==> src/rtl/chan_arb_pkg.sv <==
// Shared constants and the configuration register selector encoding
// for the burst-granting channel arbiter.
package chan_arb_pkg;

    localparam int LOG2_MAX = 10;              // largest burst exponent
    localparam int LOG2_W   = 4;               // width of a stored exponent
    localparam int CNT_W    = LOG2_MAX + 1;    // width of the item counter

    typedef enum logic [3:0] {
        SEL_EN_SET  = 4'd0,
        SEL_EN_CLR  = 4'd1,
        SEL_MSK_SET = 4'd2,
        SEL_MSK_CLR = 4'd3,
        SEL_PRI_SET = 4'd4,
        SEL_PRI_CLR = 4'd5,
        SEL_UB_SET  = 4'd6,
        SEL_UB_CLR  = 4'd7,
        SEL_SWREQ   = 4'd8
    } cfg_sel_e;

endpackage

==> src/rtl/chan_cfg_regs.sv <==
// Per-channel configuration state: enable, mask, priority, burst-only,
// pending software requests and burst exponents.
// Assumes a single write per cycle; undefined selector codes are ignored.
module chan_cfg_regs
    import chan_arb_pkg::*;
#(
    parameter int NCH  = 8,
    parameter int CH_W = $clog2(NCH)
) (
    input  logic                          clk,
    input  logic                          rst_n,
    input  logic                          wr_en,
    input  logic [3:0]                    wr_sel,
    input  logic [NCH-1:0]                wr_data,
    input  logic                          sz_wr,
    input  logic [CH_W-1:0]               sz_ch,
    input  logic [LOG2_W-1:0]             sz_log2,
    input  logic [NCH-1:0]                sw_done,
    output logic [NCH-1:0]                en_q,
    output logic [NCH-1:0]                msk_q,
    output logic [NCH-1:0]                pri_q,
    output logic [NCH-1:0]                ub_q,
    output logic [NCH-1:0]                swp_q,
    output logic [NCH-1:0][LOG2_W-1:0]    size_q
);

    logic [LOG2_W-1:0] sz_clamped;
    logic [NCH-1:0]    sw_set;

    // Limit a written exponent to the largest supported burst.
    always_comb begin
        sz_clamped = (sz_log2 > LOG2_W'(LOG2_MAX)) ? LOG2_W'(LOG2_MAX) : sz_log2;
    end

    // Software request bits raised by this cycle's write.
    always_comb begin
        sw_set = (wr_en && (wr_sel == SEL_SWREQ)) ? wr_data : '0;
    end

    // Apply write-one-to-set / write-one-to-clear updates.
    always_ff @(posedge clk) begin
        if (!rst_n) begin
            en_q  <= '0;
            msk_q <= '0;
            pri_q <= '0;
            ub_q  <= '0;
        end else if (wr_en) begin
            case (cfg_sel_e'(wr_sel))
                SEL_EN_SET:  en_q  <= en_q  |  wr_data;
                SEL_EN_CLR:  en_q  <= en_q  & ~wr_data;
                SEL_MSK_SET: msk_q <= msk_q |  wr_data;
                SEL_MSK_CLR: msk_q <= msk_q & ~wr_data;
                SEL_PRI_SET: pri_q <= pri_q |  wr_data;
                SEL_PRI_CLR: pri_q <= pri_q & ~wr_data;
                SEL_UB_SET:  ub_q  <= ub_q  |  wr_data;
                SEL_UB_CLR:  ub_q  <= ub_q  & ~wr_data;
                default:     ;
            endcase
        end
    end

    // Hold software requests until the channel's burst completes; a new write wins.
    always_ff @(posedge clk) begin
        if (!rst_n) begin
            swp_q <= '0;
        end else begin
            swp_q <= (swp_q & ~sw_done) | sw_set;
        end
    end

    // One exponent register per channel.
    for (genvar gi = 0; gi < NCH; gi++) begin : g_size
        // Store the clamped exponent when this channel is addressed.
        always_ff @(posedge clk) begin
            if (!rst_n) begin
                size_q[gi] <= '0;
            end else if (sz_wr && (sz_ch == CH_W'(gi))) begin
                size_q[gi] <= sz_clamped;
            end
        end
    end

endmodule

==> src/rtl/chan_prio_pick.sv <==
// Combinational winner selection: high-priority pool first, otherwise
// every eligible channel; lowest index wins within the chosen pool.
module chan_prio_pick #(
    parameter int NCH  = 8,
    parameter int CH_W = $clog2(NCH)
) (
    input  logic [NCH-1:0]  elig,
    input  logic [NCH-1:0]  pri,
    output logic            any,
    output logic [CH_W-1:0] win
);

    logic [NCH-1:0] hi_pool;
    logic [NCH-1:0] pool;

    // Choose the pool that competes this cycle.
    always_comb begin
        hi_pool = elig & pri;
        pool    = (|hi_pool) ? hi_pool : elig;
        any     = |elig;
    end

    // Find the lowest set index of the chosen pool.
    always_comb begin
        logic found;
        found = 1'b0;
        win   = '0;
        for (int i = 0; i < NCH; i++) begin
            if (pool[i] && !found) begin
                win   = CH_W'(i);
                found = 1'b1;
            end
        end
    end

endmodule

==> src/rtl/chan_burst_ctrl.sv <==
// Burst sequencer: latches a winner when idle, counts items the bus
// accepts, yields to the processor, and pulses done after the last item.
// Assumes the winner inputs are meaningful only while any_req is high.
module chan_burst_ctrl
    import chan_arb_pkg::*;
#(
    parameter int NCH  = 8,
    parameter int CH_W = $clog2(NCH)
) (
    input  logic              clk,
    input  logic              rst_n,
    input  logic              any_req,
    input  logic [CH_W-1:0]   win,
    input  logic [LOG2_W-1:0] win_log2,
    input  logic              cpu_busy,
    input  logic              bus_ready,
    output logic              active,
    output logic [CH_W-1:0]   cur_ch,
    output logic              strobe,
    output logic [NCH-1:0]    done,
    output logic [NCH-1:0]    sw_done
);

    logic [CNT_W-1:0] left_q;
    logic             last_item;

    // An item moves only on a cycle the processor leaves free.
    always_comb begin
        strobe    = active && bus_ready && !cpu_busy;
        last_item = strobe && (left_q == '0);
    end

    // Tell the configuration block which software request is served.
    always_comb begin
        sw_done = '0;
        if (last_item) begin
            sw_done[cur_ch] = 1'b1;
        end
    end

    // Grant, count down and release the burst.
    always_ff @(posedge clk) begin
        if (!rst_n) begin
            active <= 1'b0;
            cur_ch <= '0;
            left_q <= '0;
            done   <= '0;
        end else begin
            done <= '0;
            if (!active) begin
                if (any_req) begin
                    active <= 1'b1;
                    cur_ch <= win;
                    left_q <= (CNT_W'(1) << win_log2) - CNT_W'(1);
                end
            end else if (strobe) begin
                if (last_item) begin
                    active       <= 1'b0;
                    done[cur_ch] <= 1'b1;
                end else begin
                    left_q <= left_q - CNT_W'(1);
                end
            end
        end
    end

endmodule

==> src/rtl/chan_arb_top.sv <==
// Top of the burst-granting DMA channel arbiter. Forms each channel's
// eligibility from requests and configuration, picks a winner and runs
// its burst. Assumes one bus item per cycle when bus_ready is high.
module chan_arb_top
    import chan_arb_pkg::*;
#(
    parameter int NCH  = 8,
    parameter int CH_W = $clog2(NCH)
) (
    input  logic              clk,
    input  logic              rst_n,
    input  logic [NCH-1:0]    breq,
    input  logic [NCH-1:0]    sreq,
    input  logic              cpu_busy,
    input  logic              bus_ready,
    input  logic              cfg_wr_en,
    input  logic [3:0]        cfg_sel,
    input  logic [NCH-1:0]    cfg_data,
    input  logic              size_wr_en,
    input  logic [CH_W-1:0]   size_ch,
    input  logic [3:0]        size_log2,
    output logic              grant_valid,
    output logic [CH_W-1:0]   grant_ch,
    output logic              xfer_strobe,
    output logic [NCH-1:0]    done_pulse
);

    logic [NCH-1:0]             en, msk, pri, ub, swp, sw_done, elig;
    logic [NCH-1:0][LOG2_W-1:0] size_tab;
    logic                       any_req;
    logic [CH_W-1:0]            win;
    logic [LOG2_W-1:0]          win_log2;

    chan_cfg_regs #(.NCH(NCH), .CH_W(CH_W)) u_cfg (
        .clk     (clk),
        .rst_n   (rst_n),
        .wr_en   (cfg_wr_en),
        .wr_sel  (cfg_sel),
        .wr_data (cfg_data),
        .sz_wr   (size_wr_en),
        .sz_ch   (size_ch),
        .sz_log2 (size_log2),
        .sw_done (sw_done),
        .en_q    (en),
        .msk_q   (msk),
        .pri_q   (pri),
        .ub_q    (ub),
        .swp_q   (swp),
        .size_q  (size_tab)
    );

    // A channel competes if enabled and either a software request is
    // pending or an unmasked peripheral line asks.
    always_comb begin
        elig = en & (swp | (~msk & (breq | (sreq & ~ub))));
    end

    chan_prio_pick #(.NCH(NCH), .CH_W(CH_W)) u_pick (
        .elig (elig),
        .pri  (pri),
        .any  (any_req),
        .win  (win)
    );

    // Burst exponent of the current winner.
    always_comb begin
        win_log2 = size_tab[win];
    end

    chan_burst_ctrl #(.NCH(NCH), .CH_W(CH_W)) u_burst (
        .clk       (clk),
        .rst_n     (rst_n),
        .any_req   (any_req),
        .win       (win),
        .win_log2  (win_log2),
        .cpu_busy  (cpu_busy),
        .bus_ready (bus_ready),
        .active    (grant_valid),
        .cur_ch    (grant_ch),
        .strobe    (xfer_strobe),
        .done      (done_pulse),
        .sw_done   (sw_done)
    );

endmodule

==> config.mk <==
export PLATFORM = sky130hd
export DESIGN_NAME = chan_arb_top
export DESIGN_NICKNAME = d
export VERILOG_FILES = /design/src/rtl/chan_arb_pkg.sv /design/src/rtl/chan_cfg_regs.sv /design/src/rtl/chan_prio_pick.sv /design/src/rtl/chan_burst_ctrl.sv /design/src/rtl/chan_arb_top.sv
export SDC_FILE = /design/constraint.sdc
export NUM_CORES = 1
export LEC_CHECK = 0
export BUFFER_PORTS_ARGS = -buffer_cell sky130_fd_sc_hd__buf_2
export CORE_AREA = 3 3 100 102
export CTS_CLUSTER_SIZE = 16
export DETAILED_ROUTE_END_ITERATION = 10
export DIE_AREA = 0 0 103 105
export PLACE_DENSITY = 0.75
export SYNTH_ARGS = -nofsm -noshare
export SYNTH_HDL_FRONTEND = slang
export SYNTH_HIERARCHICAL = 1
export SYNTH_SLANG_ARGS = --single-unit
==> constraint.sdc <==
create_clock -name clk -period 6 [get_ports clk]
set_input_delay 1.8 -clock clk [delete_from_list [all_inputs] [get_ports clk]]
set_output_delay 1.8 -clock clk [all_outputs]
set_load 0.005 [all_outputs]
Yosys cells after proc, flatten, opt, wreduce, memory -nomap -nowiden
Index checks and enable logic that the tools add are counted.
Widths: inputs -> output; s select.
{ "totals": {"regBits": 95, "input_bits": 41, "out_inout_bits": 13, "word_cells": 141} }
{ "classes": {"add_sub_neg": 2, "n_lt_le_gt_ge": 4, "eq_ne": 17, "n_shift": 1, "mux": 34, "bitwise_logic": 21, "n_reduce_logical": 45} }
{ "ops": {"columns": ["cell", "n"], "rows": [
  ["$and 8x8->8", 9],
  ["$pmux 8 s2", 4],
  ["$or 8x8->8", 7],
  ["$mux 11", 4],
  ["$not 8->8", 4],
  ["$mux 8", 3],
  ["$logic_and 1x1->1", 20],
  ["$eq 4x3->1 const B", 4],
  ["$reduce_or 8->1", 2],
  ["$mux 1", 13],
  ["$bmux 4 s3", 1],
  ["$eq 3x3->1 const B", 4],
  ["$mux 3", 4],
  ["$logic_not 11->1", 1],
  ["$shl 1x4->11 const A", 1],
  ["$sub 11x1->11 const B", 1],
  ["$sub 11x2->11 const B", 1],
  ["$reduce_and 2->1", 5],
  ["$reduce_bool 2->1", 5],
  ["$eq 4x2->1 const B", 2],
  ["$logic_not 1->1", 8],
  ["$lt 3x4->1 const B", 2],
  ["$mux 4", 2],
  ["$eq 3x2->1 const B", 2],
  ["12 further kinds", 15]
]} }

Depth between registers and ports, before layout
Gate-level depths: netlist (run 1).
{ "logic_depth": {"word_depth": 37, "mapped_depth": 20} }

Cells and area by module
The synthesis (run 1) kept the hierarchy.
{ "by_module_without_submodules": {"columns": ["mod", "n_inst", "cells_each", "area_each_um2", "seq_area_each_um2"], "rows": [
  ["chan_cfg_regs", 1, 305, 2886.5, 1441.4],
  ["chan_burst_ctrl", 1, 171, 1341.3, 460.4],
  ["chan_arb_top", 1, 46, 450.4, 0.0],
  ["chan_prio_pick", 1, 30, 202.7, 0.0]
]} }

Worst setup path before layout (run 1)
OpenSTA, ideal clock, no wires.
{ "synth_path": {"path_kind": "input to register", "startpoint": "in sreq[3]", "endpoint": "reg u_burst.left_q[6]", "setup_ps": 71, "arrival_ps": 6149, "required_ps": 5929, "setup_slack_ps": -219, "stages": 19, "n_path_buf": 3, "path_cell_list": "nand2b_1 > a21oi_1 > o21a_1 > a22oi_1 > and4_4 > buf_6 > o21a_1 > a2111oi_2 > a211oi_1 > buf_6 > mux4_1 > mux2_2 > clkbuf_1 > or4_1 > ha_1 > or3_1 > a211o_1 > a311o_1 > a21oi_1"} }
{ "synth_between": {"elab_chain_len": 36, "elab_cells_between_ends": 45, "cone_classes": "add/sub (1); shift (1); mux (19); bitwise (6); reduce/logical (18)"} }
{ "synth_lines": {"columns": ["element", "line", "text"], "rows": [
  ["from (decl)", "chan_arb_top.sv:13", "input logic [NCH-1:0] sreq,"],
  ["$and 8x8->8 *", "chan_arb_top.sv:55", "elig = en & (swp | (~msk & (breq | (sreq & ~ub))));"],
  ["$or 8x8->8 *", "chan_arb_top.sv:55", null],
  ["$and 8x8->8 *", "chan_arb_top.sv:55", null],
  ["$or 8x8->8 *", "chan_arb_top.sv:55", null],
  ["$and 8x8->8 *", "chan_arb_top.sv:55", null],
  ["via elig[3]", "chan_arb_top.sv:28", "logic [NCH-1:0] en, msk, pri, ub, swp, sw_done, elig;"],
  ["$and 8x8->8", "chan_prio_pick.sv:18", "hi_pool = elig & pri;"],
  ["$reduce_or 8->1", "chan_prio_pick.sv:19", "pool = (|hi_pool) ? hi_pool : elig;"],
  ["[... 23 more ...]", null, null],
  ["via win[0]", "chan_arb_top.sv:31", "logic [CH_W-1:0] win;"],
  ["$bmux 4 s3 *", "chan_arb_top.sv:67", "win_log2 = size_tab[win];"],
  ["$mux 4 (not written as such) *", "chan_arb_top.sv:67", null],
  ["via win_log2[3]", "chan_arb_top.sv:32", "logic [LOG2_W-1:0] win_log2;"],
  ["$shl 1x4->11 *", "chan_burst_ctrl.sv:54", "left_q <= (CNT_W'(1) << win_log2) - CNT_W'(1);"],
  ["$sub 11x2->11 *", "chan_burst_ctrl.sv:54", null],
  ["$mux 11 *", "chan_burst_ctrl.sv:51", "if (any_req) begin"],
  ["$mux 11 *", "chan_burst_ctrl.sv:50", "if (!active) begin"],
  ["to (signal assigned)", "chan_burst_ctrl.sv:54", null],
  ["to (signal assigned)", "chan_burst_ctrl.sv:61", "left_q <= left_q - CNT_W'(1);"],
  ["to (decl)", "chan_burst_ctrl.sv:24", "logic [CNT_W-1:0] left_q;"]
]} }
Mark *: on every way through the listed nets, which the timed path passes. The rest lies on a longest branch. The select of a mux whose other input is x is not followed.
A chain may end at the register's enable or synchronous reset.

Worst setup path in the final report (run 1)
Ends and elaborated chain as after synthesis.

==> results by group, run 1 <==
Floorplanning
  • Die X: 103 µm
  • I/O pin cnt: 54
  • Core area: 9200 µm²
  • Row Count: 35
  • Starting Density: 53.1%
  • Die height: 105 µm
  • Die area: 10,800 µm²

GRT
  • Vias in the first global route: 3,981
  • Antenna violations before repair: 0
  • Pin count of the biggest net entering global routing: 49
  • Remaining Overflow, GRT: 0
  • Met1 Use GR: 34.2%
  • First-pass GRT wire length: 19.7 mm
  • Met2 global-route usage: 32.8%
  • GRT Total Usage: 22.7%
  • Met3 Usage GRT: 4.61%
  • Top Usage Layer GRT: met1

Pwr
  • Power per cell area: 229 nW/µm²
  • Clk pwr share: 31.5%
  • Switching share of power: 28.9%
  • LEAKAGE: 2.18 nW
  • P_sw: 363 µW
  • Power share of the sequential group: 52.9%
  • Power share of the combinational group: 15.6%
  • Worst VDD drop: 195 µV
  • P_int: 894 µW

Synthesis
  • Post-synthesis sequential area ratio: 39.0%
  • Synth area leaders: dfxtp_1, nor2_1, mux2i_1
  • Synth Area in Simple Gates: 19.8%
  • Synth Cell Area: 4880 µm²
  • Seq cells post-synth: 95
  • Largest family of logic cells by synthesized area: compound AO/OA/AOI/OAI gates
  • Syn_nets: 596
  • Count leader, synth: dfxtp_1
  • XOR/XNOR share of the synthesized area: 0.179%
  • Synth cell count leaders: dfxtp_1, nor2_1, a21oi_1
  • Post-synthesis adder-cell area fraction: 0.769%
  • Share of the synthesized area in the top cell type: 39.0%
  • EDFF count, synth: 0
  • Main synth FF type: dfxtp_1
  • Mux contribution to synthesized area: 11.0%
  • Synthesis warning total: 6
  • Mapped Cells: 552
  • Synth async-reset ratio: 0%
  • Complex-gate fraction of the synthesized area: 22.8%
  • Netlist cell types: 61
  • Syn Area/Cell: 8.84 µm²
  • Area leader, netlist: dfxtp_1

Timing
  • TNS Setup: 0 ns
  • Period utilisation layout: 97.1%
  • Endpoints failing setup: 0
  • Worst-Margin Slew: 1.17 ns
  • Fmax: 172 MHz
  • Clock Skew: 0.0108 ns
  • Final WS setup: 0.172 ns
  • Crit path time final: 5.83 ns
  • Final Max Tran Viols: 0
  • Final Hold Vio Count: 0
  • Slew HR: 20.7%
  • Smallest hold slack: 0.477 ns

CTS
  • CTS sink cnt: 95
  • Skew-Pair Late Insertion Delay: 0.37 ns
  • Clock root cell: clkbuf_8
  • CTS tree: done
  • H-tree depth: 3
  • Clk buf depth: 2
  • Clk pin slew, worst setup/hold paths: 0.09 ns
  • Num CTS Buffers: 9

Run status
  • Status: finished, final reports clean

Placed design
  • GPL Wtd Cong: 0.876
  • Final HPWL from detailed placement: 8.51 mm
  • PortBufs: 53
  • Pre-CTS WS: -0.177 ns

Detailed routing
  • Drt via density: 6.14
  • Vias: 4,386
  • Antenna Nets Post-Route: 0
  • # DRC: 0
  • DR iter-0 viols: 250
  • DRT Wirelength: 12.1 mm
  • Router iterations before antenna repair: 5
  • WL per Instance: 16.9 µm

Cells and area
  • Register cell area after layout: 1900 µm²
  • Footprint of the multi-input gates: 2710 µm²
  • Filler Cell Count: 786
  • Diodes inserted: 0
  • Layout cells sized above 1: 22.4%
  • Final nets: 642
  • Layout area overhead: 12.6%

Critical path
  • WP data arrival: 6.11 ns
  • Crit path buf inv count: 2
  • Startpoint types: input pin
  • WP depth: 18
  • Critical Path Slowest Stage Cell: or4_4
  • CP Max Fanout: 6
  • CP delay by family, top: compound AO/OA/AOI/OAI gates
  • CP Data Required Time: 6.29 ns
  • Crit-path max cell delay: 0.56 ns
  • Critical Path Sink Type: flip-flop
  • Ordered list of cells on the worst path: buf_2 > nand2b_1 > a21oi_1 > o21a_1 > a22oi_2 > and4_4 > o21a_1 > nor2_1 > a211oi_2 > buf_6 > mux4_1 > mux2_2 > or4_4 > ha_4 > or3_1 > a211o_1 > a311o_1 > a21oi_1
  • FF-to-FF path depth: 17
  • Setup CP Type: input pin to flip-flop

Min path
  • Hold path depth: 2
  • Hold Crit Class: flip-flop to flip-flop

Job
  • Max-cap viol count: 0
-- worst paths after layout --
path / from / end / slack (ns)
hold / removal: flip-flop / flip-flop / 0.48
setup reg to reg: flip-flop / u_burst/left_q[6]$_SDFFE_PN0P_ / 1.33
hold reg to reg: flip-flop / flip-flop / 0.48
setup / recovery: sreq[3] / u_burst/left_q[6]$_SDFFE_PN0P_ / 0.17
-- worst register-to-register path, stage by stage, from the launching register on --
cell      delay (ns)
dfxtp_1         0.35
nand2b_1        0.11
a21oi_1         0.07
o21a_1          0.19
a22oi_2         0.23
and4_4          0.29
o21a_1          0.17
nor2_1          0.08
a211oi_2        0.28
buf_6           0.17
mux4_1          0.53
mux2_2          0.29
or4_4           0.56
ha_4            0.18
or3_1           0.30
a211o_1         0.31
a311o_1         0.36
a21oi_1         0.12
-- power groups by stage --
| stage | registers (mW) | clock network, mW | logic, mW |
|---|---|---|---|
| detailed placement | 0.679 | 0 | 0.192 |
| global placement | 0.677 | 0 | 0.186 |
| CTS | 0.664 | 0.397 | 0.193 |
| floorplan | 0.670 | 0 | 0.148 |
| finish | 0.665 | 0.395 | 0.197 |
| global route | 0.667 | 0.426 | 0.216 |
-- layer usage --
metal,routed length [µm],vias to the layer above
met2,5320,218
met5,0,-
li1,-,2120
met4,191,0
met1,5470,2028
met3,1080,20
-- kinds of logic (layout without fill, tap and decap cells) --
kind of cell             after synthesis  after routing
AO/OA/AOI/OAI                        165            165
AND/OR/NAND/NOR                      178            179
multiplexers                          40             40
buffers and inverters                 70            120
XOR/XNOR                               1              1
adder cells (fa/ha/maj)                3              3
flip-flops                            95             95
-- cells in the final DEF, fill, tap and decap left out, drive strengths merged, types with 12 or more instances in the layout --
master,count
nand2,16
mux2i,28
nand3,18
nand2b,12
o21a,16
o21ai,32
a21oi,50
inv,23
a211oi,23
dfxtp,95
buf,82
nor2,80
-- stage by stage --
step	total power [mW]	area (µm²)	util, %	cells
floorplan	0.818	4910	-	552
global placement	0.863	5280	57.4	696
detailed placement	0.870	5280	57.4	696
CTS	1.25	5460	59.4	712
global route	1.31	5500	59.8	714
finish	1.26	5500	59.8	714
-- repair_timing --
action | in CTS | in global routing
gates resized for setup | 0 | 6
hold buffers | 0 | 0
buffers inserted | 0 | 0
endpoints found under the setup margin | 0 | 1
-- area by class of cell --
cell class,count,area share [%]
multi-input cells,388,49.2
flip-flops and latches,95,34.6
repair buffers,82,8.81
clock buffers,11,2.57
well taps,111,2.53
inverters,22,1.50
clock inverters,5,0.751
Note: power is estimated with default switching activity, not from simulation.
==> inputs of run 2 (changes only) <==
- CORE_AREA: 3 3 100 102 -> 3 3 72 142
- DIE_AREA: 0 0 103 105 -> 0 0 75 145
- REMOVE_ABC_BUFFERS: not set -> 1
==> run 2 against run 1 <==
Effect of this change: the flow now finishes with violations (DRC); design area rose by 2.0%; clock power is 39% higher; clock skew down 0.0056 ns; critical path type unchanged; largest power group unchanged.
==> results by group, run 2 (synthesis gave the netlist of run 1 again) <==
Run status
  • Status: finished with violations
  • Violated checks: DRC

Cells and area
  • Layout area overhead: 14.9%
  • Layout cells sized above 1: 22.6%
  • Final nets: 643
  • Filler Cell Count: 806
  • Diodes inserted: 0
  • Util after Layout: 60.2%
  • Commonest non-fill, non-tap cell in the layout: dfxtp_1
  • Commonest cells after routing, fill and taps aside: dfxtp_1, nor2_1, buf_2, a21oi_1, buf_4

Timing
  • Final Max Tran Viols: 0
  • Fmax: 170 MHz
  • Final Hold Vio Count: 0
  • Endpoints failing setup: 0
  • Clock Skew: 0.00524 ns
  • Worst-Margin Slew: 1.18 ns
  • Crit path time final: 5.89 ns
  • Slew HR: 20.0%
  • Period utilisation layout: 98.2%

Min path
  • Hold Crit Class: flip-flop to flip-flop

GRT
  • First-pass GRT wire length: 20.9 mm
  • Vias in the first global route: 4,490
  • Antenna violations before repair: 0
  • Pin count of the biggest net entering global routing: 37
  • Remaining Overflow, GRT: 0
  • GRT Total Usage: 24.6%

Critical path
  • Ordered list of cells on the worst path: buf_2 > nand2b_1 > a21oi_1 > o21a_1 > a22oi_2 > and4_4 > o21a_1 > o21ai_1 > a211oi_2 > buf_4 > mux4_1 > mux2_2 > or4_4 > ha_2 > or3_1 > a211o_1 > a311o_1 > a21oi_2
  • Crit-path max cell delay: 0.54 ns
  • CP delay by family, top: compound AO/OA/AOI/OAI gates
  • Setup CP Type: input pin to flip-flop
  • CP Max Fanout: 5
  • WP data arrival: 6.16 ns
  • Most used cell, CP: o21a_1
  • R2r setup slk: 1.28 ns
  • Critical Path Sink Type: flip-flop
  • Startpoint types: input pin
  • Crit path buf inv count: 2
  • Critical Path Slowest Stage Cell: mux4_1
  • CP Data Required Time: 6.27 ns

Detailed routing
  • Router iterations before antenna repair: 8
  • DR iter-0 viols: 333
  • Antenna Nets Post-Route: 0
  • # DRC: 1
  • Drt via density: 6.37
  • Vias: 4,503
  • WL per Instance: 18.8 µm
  • DRT Wirelength: 13.3 mm

CTS
  • H-tree depth: 3
  • Clk pin slew, worst setup/hold paths: 0.06 ns
  • CTS tree: done
  • Skew-Pair Late Insertion Delay: 0.34 ns
  • CTS sink cnt: 95
  • Clock root cell: clkbuf_16
  • Num CTS Buffers: 9
  • Clk buf depth: 2

Placed design
  • GPL Wtd Cong: 0.915
  • PortBufs: 53
  • Final HPWL from detailed placement: 9.30 mm

Pwr
  • LEAKAGE: 2.26 nW
  • Worst VDD drop: 228 µV
  • Power, Total: 1.42 mW
  • Power per cell area: 253 nW/µm²

Floorplanning
  • I/O pin cnt: 54
  • Die height: 145 µm
  • Core area: 9320 µm²
  • Row Count: 50
  • Die X: 75 µm
  • Die area: 10,900 µm²
  • Starting Density: 52.4%

Job
  • Max-cap viol count: 0
## run 2: layout make-up
type,instances,area (µm²),share of cell area (%)
clock buffer,13,280,5.00
sequential,95,1900,33.9
tap,104,130,2.32
inverter,22,82.6,1.47
timing repair buffer,83,488,8.70
clock inverter,2,13.8,0.245
multi-input combinational,388,2710,48.3
## run 2: report_power, final
group	internal [mW]	switching, mW
Sequential	0.647	0.0145
Clock	0.324	0.227
Combinational	0.0819	0.122
## run 2: path summary, 6_finish.rpt
path	to	startpoint	cells past startpoint
worst min-delay path	u_cfg/size_q[16]$_SDFFE_PN0P_	u_cfg/size_q[16]$_SDFFE_PN0P_	2
worst max register to register	u_burst/left_q[6]$_SDFFE_PN0P_	flip-flop	17
worst min register to register	u_cfg/size_q[16]$_SDFFE_PN0P_	u_cfg/size_q[16]$_SDFFE_PN0P_	2
worst max-delay path	u_burst/left_q[6]$_SDFFE_PN0P_	sreq[5]	18
## run 2: timing repair
action	in CTS	in global routing
buffers inserted	0	0
hold buffers	0	0
endpoints found under the hold margin	0	0
endpoints found under the setup margin	0	2
resized for setup	0	14
## run 2: metrics by stage
step,instances,setup WS (ns),area (µm²),hold WS (ns),setup TNS (ns)
6_report,707,0.107,5610,0.458,0
2_1_floorplan,504,-0.647,4640,0.428,-1.14
4_1_cts,705,0.0772,5560,0.458,0
3_5_place_dp,690,-0.231,5260,0.449,-0.387
3_3_place_gp,690,-0.135,5260,0.437,-0.182
5_1_grt,707,-0.0892,5610,0.487,-0.0892
## run 2: routing by layer
metal	up-vias	share of wire, %	wire [µm]	GRT usage (%)
met5	-	0	0	0
met1	2164	36	4800	25.4
met2	167	55	7330	44.1
li1	2124	-	-	-
met3	48	3.9	515	4.51
met4	0	4.6	612	13.4
## run 2: worst register-to-register path, stage by stage, from the launching register on
cell,delay (ns)
dfxtp_1,0.32
nand2b_1,0.14
a21oi_1,0.19
o21a_1,0.17
a22oi_2,0.10
and4_2,0.25
o21ai_1,0.21
o21ai_1,0.13
a211oi_2,0.27
buf_4,0.21
mux4_1,0.54
mux2_2,0.30
or4_4,0.55
ha_2,0.19
or3_1,0.30
a211o_1,0.30
a311o_1,0.37
a21oi_2,0.11
==> inputs of run 3 (changes only) <==
- CORE_AREA: 3 3 72 142 -> 3 3 69 135
- DIE_AREA: 0 0 75 145 -> 0 0 72 138
- PLACE_DENSITY: 0.75 -> 0.78
- SETUP_SLACK_MARGIN: not set -> 0.02
- clock period: 6 -> 6.75 ns (I/O delays scaled with it)
==> run 3 against run 2 <==
Effect of this change: register-to-register slack improved by 0.38 ns; core utilization grew 4.3 points; clock skew increased by 0.0046 ns; clock-buffer cell count down 2; combinational power down 17%; the flow now finishes without violations; sequential share of layout area is 1.2 points higher; power fell by 8.5%; wire length shrank 7.4%; worst hold slack improved by 0.0011 ns; design area down 3.3%; via count shrank 3.5%.
==> results by group, run 3 (synthesis gave the netlist of run 1 again) <==
Cells and area
  • Commonest non-fill, non-tap cell in the layout: dfxtp_1
  • Commonest cells after routing, fill and taps aside: dfxtp_1, nor2_1, buf_2, a21oi_1, o21ai_0
  • Final nets: 622
  • Final instance area: 5420 µm²
  • Layout cells sized above 1: 18.4%
  • Layout area overhead: 11.1%
  • Diodes inserted: 0
  • Filler Cell Count: 710

Job
  • Max-cap viol count: 0

GRT
  • GRT Total Usage: 25.3%
  • Top Usage Layer GRT: met2
  • Met2 global-route usage: 42.2%
  • Pin count of the biggest net entering global routing: 49
  • First-pass GRT wire length: 20.2 mm
  • Met1 Use GR: 30.1%
  • Antenna violations before repair: 0
  • Remaining Overflow, GRT: 0
  • Met3 Usage GRT: 4.94%
  • Vias in the first global route: 4,242

CTS
  • Skew-Pair Late Insertion Delay: 0.35 ns
  • Clk pin slew, worst setup/hold paths: 0.07 ns
  • H-tree depth: 3
  • Resize count post-CTS: 0
  • Clk buf depth: 2
  • Clock root cell: clkbuf_16
  • Post-CTS setup buffers: 0
  • CTS tree: done
  • Post-CTS Hold Buffers: 0
  • CTS sink cnt: 95
  • Num CTS Buffers: 9

Floorplanning
  • Die area: 9940 µm²
  • Starting Density: 58.0%
  • Die X: 72 µm
  • I/O pin cnt: 54
  • Row Count: 47
  • Die height: 138 µm
  • Core area: 8410 µm²

Critical path
  • WP data arrival: 6.71 ns
  • Ordered list of cells on the worst path: buf_2 > nand2b_1 > a21oi_1 > o21a_1 > a22oi_1 > and4_4 > o21ai_0 > o21ai_0 > a211oi_1 > buf_4 > mux4_1 > mux2_2 > or4_1 > ha_1 > or3_1 > a211o_1 > a311o_1 > a21oi_1
  • Critical Path Slowest Stage Cell: mux4_1
  • CP Max Fanout: 11
  • Startpoint types: input pin
  • CP Data Required Time: 7.02 ns
  • Setup CP Type: input pin to flip-flop
  • Critical Path Sink Type: flip-flop
  • Crit-path max cell delay: 0.57 ns

Pwr
  • P_int: 953 µW
  • P_sw: 343 µW
  • LEAKAGE: 2.16 nW
  • Clk pwr share: 41.4%
  • Power share of the sequential group: 45.6%
  • Worst VDD drop: 163 µV
  • Power per cell area: 239 nW/µm²
  • Power share of the combinational group: 13.0%
  • Power, Total: 1.30 mW
  • Switching share of power: 26.5%

Timing
  • Period utilisation layout: 95.4%
  • Crit path time final: 6.44 ns
  • Final Hold Vio Count: 0
  • Final Max Tran Viols: 0
  • RSZ-0062 raised after global routing: no
  • Endpoints failing setup: 0
  • Clock Skew: 0.00985 ns
  • Worst-Margin Slew: 1.18 ns
  • Fmax: 155 MHz
  • Slew HR: 20.1%

Placed design
  • Placed Area: 5110 µm²
  • Final HPWL from detailed placement: 8.66 mm
  • GPL Wtd Cong: 0.980
  • PortBufs: 53

Min path
  • Hold Crit Class: flip-flop to flip-flop

Detailed routing
  • Antenna Nets Post-Route: 0
  • WL per Instance: 18.0 µm
  • # DRC: 0
  • Vias: 4,345
  • Router iterations before antenna repair: 5
  • Drt via density: 6.38
  • DRT Wirelength: 12.3 mm
  • DR iter-0 viols: 376

Run status
  • Status: finished, final reports clean
-- run 3: cell type report --
type / instances / area (µm²) / share of cell area (%)
clock buffer: 11 / 253 / 4.66
sequential: 95 / 1900 / 35.1
clock inverter: 5 / 63.8 / 1.18
multi-input combinational: 387 / 2660 / 49.0
tap: 98 / 123 / 2.26
inverter: 22 / 82.6 / 1.52
timing repair buffer: 63 / 340 / 6.27
-- run 3: final timing paths --
check	startpoint	end	slack [ns]	cells after the start
min reg2reg	u_cfg/size_q[8]$_SDFFE_PN0P_	u_cfg/size_q[8]$_SDFFE_PN0P_	0.46	2
max	sreq[3]	u_burst/left_q[6]$_SDFFE_PN0P_	0.31	18
max reg2reg	flip-flop	u_burst/left_q[6]$_SDFFE_PN0P_	1.66	17
min	u_cfg/size_q[8]$_SDFFE_PN0P_	u_cfg/size_q[8]$_SDFFE_PN0P_	0.46	2
-- run 3: metrics by stage --
step                      worst slack [ns]  util (%)  hold WS, ns  cells  TNS (ns)
after floorplan                     -0.122         -        0.428    504    -0.122
after global placement               0.181      60.7        0.440    665         0
after detailed placement            0.0152      60.7        0.446    665         0
after CTS                            0.378      64.5        0.462    681         0
after global routing                0.0340      64.5        0.494    681         0
final                                0.308      64.5        0.459    681         0
-- run 3: critical path: cells and delay by family --
family          cells  cell delay [ns]
fa+ha+maj           1             0.30
mux                 2             0.91
buf+inv             2             0.30
compound gates      9             1.97
simple gates        4             1.18
-- run 3: routing by layer --
metal	routed length [µm]	up-vias
met3	517	34
met1	5030	2088
met4	393	0
li1	-	2074
met5	0	-
met2	6340	149
-- run 3: power by group through the flow --
stage	Clock [mW]	Sequential, mW	Combinational [mW]
after CTS	0.543	0.590	0.166
after global placement	0	0.602	0.162
after floorplan	0	0.598	0.105
after detailed placement	0	0.603	0.165
final	0.536	0.591	0.169
after global routing	0.563	0.593	0.184
